$ cat src/rtl/irq_arb_pkg.sv
package irq_arb_pkg;

    typedef enum logic [0:0] {
        ST_IDLE = 1'b0,
        ST_FIRE = 1'b1
    } req_st_e;

endpackage

$ cat src/rtl/irq_evt_sync.sv
module irq_evt_sync (
    input  logic clk,
    input  logic rst_n,
    input  logic evt_i,
    output logic rise_o
);

    logic meta_q;
    logic sync_q;
    logic last_q;

    always_ff @(posedge clk or negedge rst_n) begin
        if (!rst_n) begin
            meta_q <= 1'b0;
            sync_q <= 1'b0;
            last_q <= 1'b0;
        end else begin
            meta_q <= evt_i;
            sync_q <= meta_q;
            last_q <= sync_q;
        end
    end

    assign rise_o = sync_q & ~last_q;

endmodule

$ cat src/rtl/irq_flag_regs.sv
module irq_flag_regs #(
    parameter int NSRC = 15
) (
    input  logic            clk,
    input  logic            rst_n,
    input  logic [NSRC-1:0] rise_i,
    input  logic            pend_wr_i,
    input  logic [NSRC-1:0] pend_wdata_i,
    input  logic            en_wr_i,
    input  logic [NSRC-1:0] en_wdata_i,
    input  logic            gie_wr_i,
    input  logic            gie_wdata_i,
    input  logic            gie_set_i,
    input  logic            gie_clr_i,
    output logic [NSRC-1:0] pend_o,
    output logic [NSRC-1:0] en_o,
    output logic            gie_o
);

    logic [NSRC-1:0] pend_q;
    logic [NSRC-1:0] en_q;
    logic            gie_q;
    logic [NSRC-1:0] pend_base;
    logic            gie_nxt;

    // Software image first, then event edges OR-ed on top so they always win.
    always_comb begin
        pend_base = pend_wr_i ? pend_wdata_i : pend_q;
    end

    always_comb begin
        if (gie_clr_i) begin
            gie_nxt = 1'b0;
        end else if (gie_set_i) begin
            gie_nxt = 1'b1;
        end else if (gie_wr_i) begin
            gie_nxt = gie_wdata_i;
        end else begin
            gie_nxt = gie_q;
        end
    end

    always_ff @(posedge clk or negedge rst_n) begin
        if (!rst_n) begin
            pend_q <= '0;
            en_q   <= '0;
            gie_q  <= 1'b0;
        end else begin
            pend_q <= pend_base | rise_i;
            if (en_wr_i) begin
                en_q <= en_wdata_i;
            end
            gie_q <= gie_nxt;
        end
    end

    assign pend_o = pend_q;
    assign en_o   = en_q;
    assign gie_o  = gie_q;

endmodule

$ cat src/rtl/irq_prio_enc.sv
module irq_prio_enc #(
    parameter int NSRC = 15,
    parameter int IDXW = 4
) (
    input  logic [NSRC-1:0] act_i,
    output logic            valid_o,
    output logic [IDXW-1:0] idx_o
);

    // Scan upward; the last hit is the highest index and therefore the winner.
    always_comb begin
        valid_o = 1'b0;
        idx_o   = '0;
        for (int k = 0; k < NSRC; k++) begin
            if (act_i[k]) begin
                valid_o = 1'b1;
                idx_o   = IDXW'(k);
            end
        end
    end

endmodule

$ cat src/rtl/irq_req_fsm.sv
module irq_req_fsm
    import irq_arb_pkg::*;
#(
    parameter int IDXW = 4
) (
    input  logic            clk,
    input  logic            rst_n,
    input  logic            instr_start_i,
    input  logic            gie_i,
    input  logic            nmi_busy_i,
    input  logic            win_valid_i,
    input  logic [IDXW-1:0] win_idx_i,
    output logic            req_o,
    output logic [IDXW-1:0] req_idx_o
);

    req_st_e         state_q;
    req_st_e         state_d;
    logic            qualify;
    logic [IDXW-1:0] idx_q;

    assign qualify = instr_start_i & gie_i & ~nmi_busy_i & win_valid_i;

    always_comb begin
        state_d = state_q;
        unique case (state_q)
            ST_IDLE: state_d = qualify ? ST_FIRE : ST_IDLE;
            ST_FIRE: state_d = qualify ? ST_FIRE : ST_IDLE;
            default: state_d = ST_IDLE;
        endcase
    end

    always_ff @(posedge clk or negedge rst_n) begin
        if (!rst_n) begin
            state_q <= ST_IDLE;
        end else begin
            state_q <= state_d;
        end
    end

    always_ff @(posedge clk or negedge rst_n) begin
        if (!rst_n) begin
            idx_q <= '0;
        end else if (qualify) begin
            idx_q <= win_idx_i;
        end
    end

    always_comb begin
        req_o     = 1'b0;
        req_idx_o = '0;
        unique case (state_q)
            ST_IDLE: begin
                req_o     = 1'b0;
                req_idx_o = '0;
            end
            ST_FIRE: begin
                req_o     = 1'b1;
                req_idx_o = idx_q;
            end
            default: begin
                req_o     = 1'b0;
                req_idx_o = '0;
            end
        endcase
    end

endmodule

$ cat src/rtl/irq_mask_arb.sv
module irq_mask_arb #(
    parameter int NSRC = 15,
    parameter int IDXW = $clog2(NSRC + 1)
) (
    input  logic            clk,
    input  logic            rst_n,
    input  logic [NSRC-1:0] evt_i,
    input  logic            pend_wr_i,
    input  logic [NSRC-1:0] pend_wdata_i,
    input  logic            en_wr_i,
    input  logic [NSRC-1:0] en_wdata_i,
    input  logic            gie_wr_i,
    input  logic            gie_wdata_i,
    input  logic            gie_set_i,
    input  logic            gie_clr_i,
    input  logic            instr_start_i,
    input  logic            nmi_busy_i,
    output logic            req_o,
    output logic [IDXW-1:0] req_idx_o,
    output logic            act_valid_o,
    output logic [IDXW-1:0] act_idx_o,
    output logic [NSRC-1:0] pend_o,
    output logic [NSRC-1:0] en_o,
    output logic            gie_o
);

    logic [NSRC-1:0] rise;
    logic [NSRC-1:0] active;

    for (genvar g = 0; g < NSRC; g++) begin : g_sync
        irq_evt_sync u_sync (
            .clk    (clk),
            .rst_n  (rst_n),
            .evt_i  (evt_i[g]),
            .rise_o (rise[g])
        );
    end

    irq_flag_regs #(.NSRC(NSRC)) u_regs (
        .clk          (clk),
        .rst_n        (rst_n),
        .rise_i       (rise),
        .pend_wr_i    (pend_wr_i),
        .pend_wdata_i (pend_wdata_i),
        .en_wr_i      (en_wr_i),
        .en_wdata_i   (en_wdata_i),
        .gie_wr_i     (gie_wr_i),
        .gie_wdata_i  (gie_wdata_i),
        .gie_set_i    (gie_set_i),
        .gie_clr_i    (gie_clr_i),
        .pend_o       (pend_o),
        .en_o         (en_o),
        .gie_o        (gie_o)
    );

    assign active = pend_o & en_o;

    irq_prio_enc #(.NSRC(NSRC), .IDXW(IDXW)) u_enc (
        .act_i   (active),
        .valid_o (act_valid_o),
        .idx_o   (act_idx_o)
    );

    irq_req_fsm #(.IDXW(IDXW)) u_fsm (
        .clk           (clk),
        .rst_n         (rst_n),
        .instr_start_i (instr_start_i),
        .gie_i         (gie_o),
        .nmi_busy_i    (nmi_busy_i),
        .win_valid_i   (act_valid_o),
        .win_idx_i     (act_idx_o),
        .req_o         (req_o),
        .req_idx_o     (req_idx_o)
    );

endmodule

$ cat config.mk
export PLATFORM = sky130hd
export DESIGN_NAME = irq_mask_arb
export DESIGN_NICKNAME = d
export VERILOG_FILES = /design/src/rtl/irq_arb_pkg.sv /design/src/rtl/irq_evt_sync.sv /design/src/rtl/irq_flag_regs.sv /design/src/rtl/irq_prio_enc.sv /design/src/rtl/irq_req_fsm.sv /design/src/rtl/irq_mask_arb.sv
export SDC_FILE = /design/constraint.sdc
export NUM_CORES = 1
export LEC_CHECK = 0
export ABC_AREA = 1
export BUFFER_PORTS_ARGS = -buffer_cell sky130_fd_sc_hd__buf_4
export CAP_MARGIN = 10
export CORE_UTILIZATION = 37
export DETAILED_ROUTE_END_ITERATION = 6
export SETUP_SLACK_MARGIN = 0.2
export SYNTH_ARGS = -nofsm -noshare
export SYNTH_HDL_FRONTEND = slang
export SYNTH_SLANG_ARGS = --single-unit
export TNS_END_PERCENT = 1
$ cat constraint.sdc
create_clock -name clk -period 1.3 [get_ports clk]
set_input_delay 0.26 -clock clk [delete_from_list [all_inputs] [get_ports clk]]
set_output_delay 0.26 -clock clk [all_outputs]
set_load 0.03 [all_outputs]
==> results_dict.tcl <==
set metrics [dict create \
    drt_iter0_markers 56 \
    finClkSkew_ns 0.00830 \
    initial_core_util_pct 38.7 \
    final_cells 498 \
    avgSynthCellArea_um2 11.9 \
    timing.fmax_ghz 0.515 \
    die_width_um 89.6 \
    period_share_pct 149 \
    core_mm2 0.00733 \
    p_clk_share_pct 33.2 \
    p_sw_share_pct 27.3 \
    p_leak_nw 2.30 \
    power_density_mw_per_mm2 1370 \
    insertion_delay_ns 0.34 \
    gr-total-overflow 0 \
    grt_start_max_net_pins 82 \
    cts_tree "done" \
    crit_path_start_kind "flip-flop" \
    vias_per_cell 4.29 \
    power_switching_w 0.00172 \
    ios 96 \
    run_status "finished with violations" \
    violations "negative setup slack" \
    netlist_area_mm2 0.00284 \
    dpl.cell_count 471 \
    power.internal_w 0.00457 \
    synthToLayoutAreaGrowth_pct 61.7 \
    synth_top_cell_area_share_pct 71.5 \
    cp.arrival_ns 1.68 \
    layout_commonest_cell "buf_4" \
    drt_first_pass_iters 4 \
    antenna_found_initial 0 \
    seq_power_share_pct 45.0 \
    cts_setup_buffers 0 \
    startpoint "u_regs.en_o[2]" \
    final_max_slew_viol_count 0 \
    pwr-share-comb_pct 21.8 \
    maxCapViolations 0 \
    clockBufferDepth 2 \
    min_period_ns 1.94 \
    grt_pass1_wl_mm 9.74 \
    place_hpwl_mm 4.39 \
    synth.area.top_cells "dfrtp_1 71%, nand2_1 9.4%, mux2_1 6.0%, o211ai_1 3.7%, inv_1 2.9%" \
    finalSetupViolCount 8 \
    synth_nets 293 \
    htreeDepth 3 \
    grt_usage_pct 16.8 \
    rsz0062_at_grt "yes" \
    antenna_left 0 \
    p_total_w 0.00628 \
    cts.sink_count 81 \
    reg2reg_from "u_regs.en_o[1]" \
    hp-class "in2reg" \
    worstMarginPinSlew_ns 0.427 \
    drcViolationCount 0 \
    final_nets 449 \
    synth_seq_cells 81 \
    endpoint_kind "primary output" \
    cp.required_ns 1.04 \
    n_antenna_cell 0 \
    std_cell_rows 31 \
    critical_path.max_fanout 2 \
    synth_largest_area_cell "dfrtp_1" \
    path_clk_slew_ns 0.08 \
    portBuffers 95 \
    worst_slack_ns -0.643 \
    syn_inst 238 \
    min_path_cells 1 \
    rr_worst_depth 16 \
    cts_root_buffer "clkbuf_8" \
    synth_cell_types 19 \
    fp.dieH_um 89.6 \
    ir_worst_vdd_uv 893 \
    relSlewSlack_pct 71.5 \
    yosysSeqAreaShare_pct 71.5 \
    hp-start "evt_i[5]" \
    drive_above_1_share_pct 46.9 \
    hold_viol 0 \
    crit_type "reg2out" \
    ys_warn_count 0 \
    wl_per_cell_um 12.3 \
    drt_wl_total_mm 6.11 \
    layout_common_cells "88 x buf_4, 75 x dfrtp_1, 66 x nand2_1, 50 x buf_6, 20 x inv_1" \
    cts_buffers 9 \
    routabilityCongestion 0.742 \
    die-area_mm2 0.00802 \
    first_global_vias 2119 \
    num_vias 2137 \
]
## power groups by stage
stage                     combinational (W)  clock [W]  sequential [W]
after floorplan                    0.000361          0         0.00306
after global routing                0.00150    0.00224         0.00285
after CTS                           0.00134    0.00215         0.00282
after detailed placement            0.00122          0         0.00287
after global placement              0.00121          0         0.00286
final                               0.00137    0.00208         0.00283
## synthesized netlist by cell type
master and instances:
a21oi_1 3, a31oi_1 2, buf_4 1, clkbuf_1 4, dfrtp_1 81, inv_1 22
inv_2 2, mux2_1 15, nand2_1 71, nand2_2 7, nand3_1 2, nand3_2 1
nor2_1 8, nor2_2 1, nor3_2 1, o211ai_1 14, o21ai_1 1, o22ai_1 1
o31ai_1 1
## cells by family (layout without fill, tap and decap cells)
logic type             Yosys count  count (layout)  synth area share (%)
and+or+nand+nor                 91              91                  13.3
DFF                             81              81                  71.5
buffers and inverters           29             190                  3.97
AOI/OAI and AO/OA               22              22                  5.34
muxes                           15              15                  5.95
## layout make-up
| type | instances | area, um^2 |
|---|---|---|
| flip-flops and latches | 81 | 2030 |
| well taps | 99 | 124 |
| multi-input cells | 128 | 749 |
| repair buffers | 150 | 1350 |
| clock buffers | 10 | 138 |
| fillers | 602 | 2750 |
| inverters | 24 | 90.1 |
| clock inverters | 6 | 96.3 |
## routing by layer
metal  up-vias  part of all wire [%]  track usage, %  wire length (um)
met5         -                     0               0                 0
met4         0                  0.48            5.34                29
met3         2                   4.9            5.26               299
met2        60                    50            27.0              3030
met1      1005                    45            21.7              2740
li1       1070                     -               -                 -
## flip-flops by register name (all words and copies together) (netlist names)
register and cells:
u_regs.en_o 15, u_regs.pend_o 15, g_sync.u_sync.sync_q 15, u_regs.gie_o 1, u_fsm.idx_q 4, g_sync.u_sync.last_q 15, u_fsm.state_q 1, g_sync.u_sync.meta_q 15
## metrics by stage
stage	TNS (ns)	hold slack (ns)	area [um^2]	util, %	setup slack [ns]
after global routing	-3.88	0.000813	4590	62.6	-0.797
after CTS	-2.82	0.00108	4470	60.9	-0.658
final	-2.47	0.0242	4590	62.6	-0.643
after detailed placement	-0.914	0.321	4020	54.9	-0.310
after global placement	-0.895	0.317	4020	54.9	-0.288
after floorplan	-1.79	-0.0356	2870	-	-0.299
## repair_timing
action | 4_1_cts | 5_1_grt
cloned | 0 | 0
setup endpoints to repair | 46 | 46
endpoints found under the hold margin | 84 | 7
gates resized for setup | 45 | 16
hold buffers | 4 | 7
pin swaps | 3 | 1
## worst max-delay path: stages, from the launching register on
cell	delay, ns
dfrtp_2	0.42
nand2_2	0.07
nand2_2	0.05
nand2_1	0.05
nand2_1	0.05
nand2_1	0.05
nand2_1	0.04
nand2_1	0.05
nand2_1	0.05
nand2_1	0.05
nand2_1	0.05
nand2_1	0.07
nand2_2	0.07
a21oi_4	0.14
buf_6	0.15
## path summary, 6_finish.rpt
path                                            end  slack (ns)
setup reg to reg                     u_fsm.idx_q[0]       -0.07
hold reg to reg            g_sync[10].u_sync.sync_q        0.35
hold / removal              g_sync[5].u_sync.meta_q        0.02
max in group asynchronous            u_regs.en_o[1]        0.47
min in group asynchronous  g_sync[14].u_sync.meta_q        0.47
setup / recovery                       act_idx_o[0]       -0.64
(Power assumes the default switching activity.)
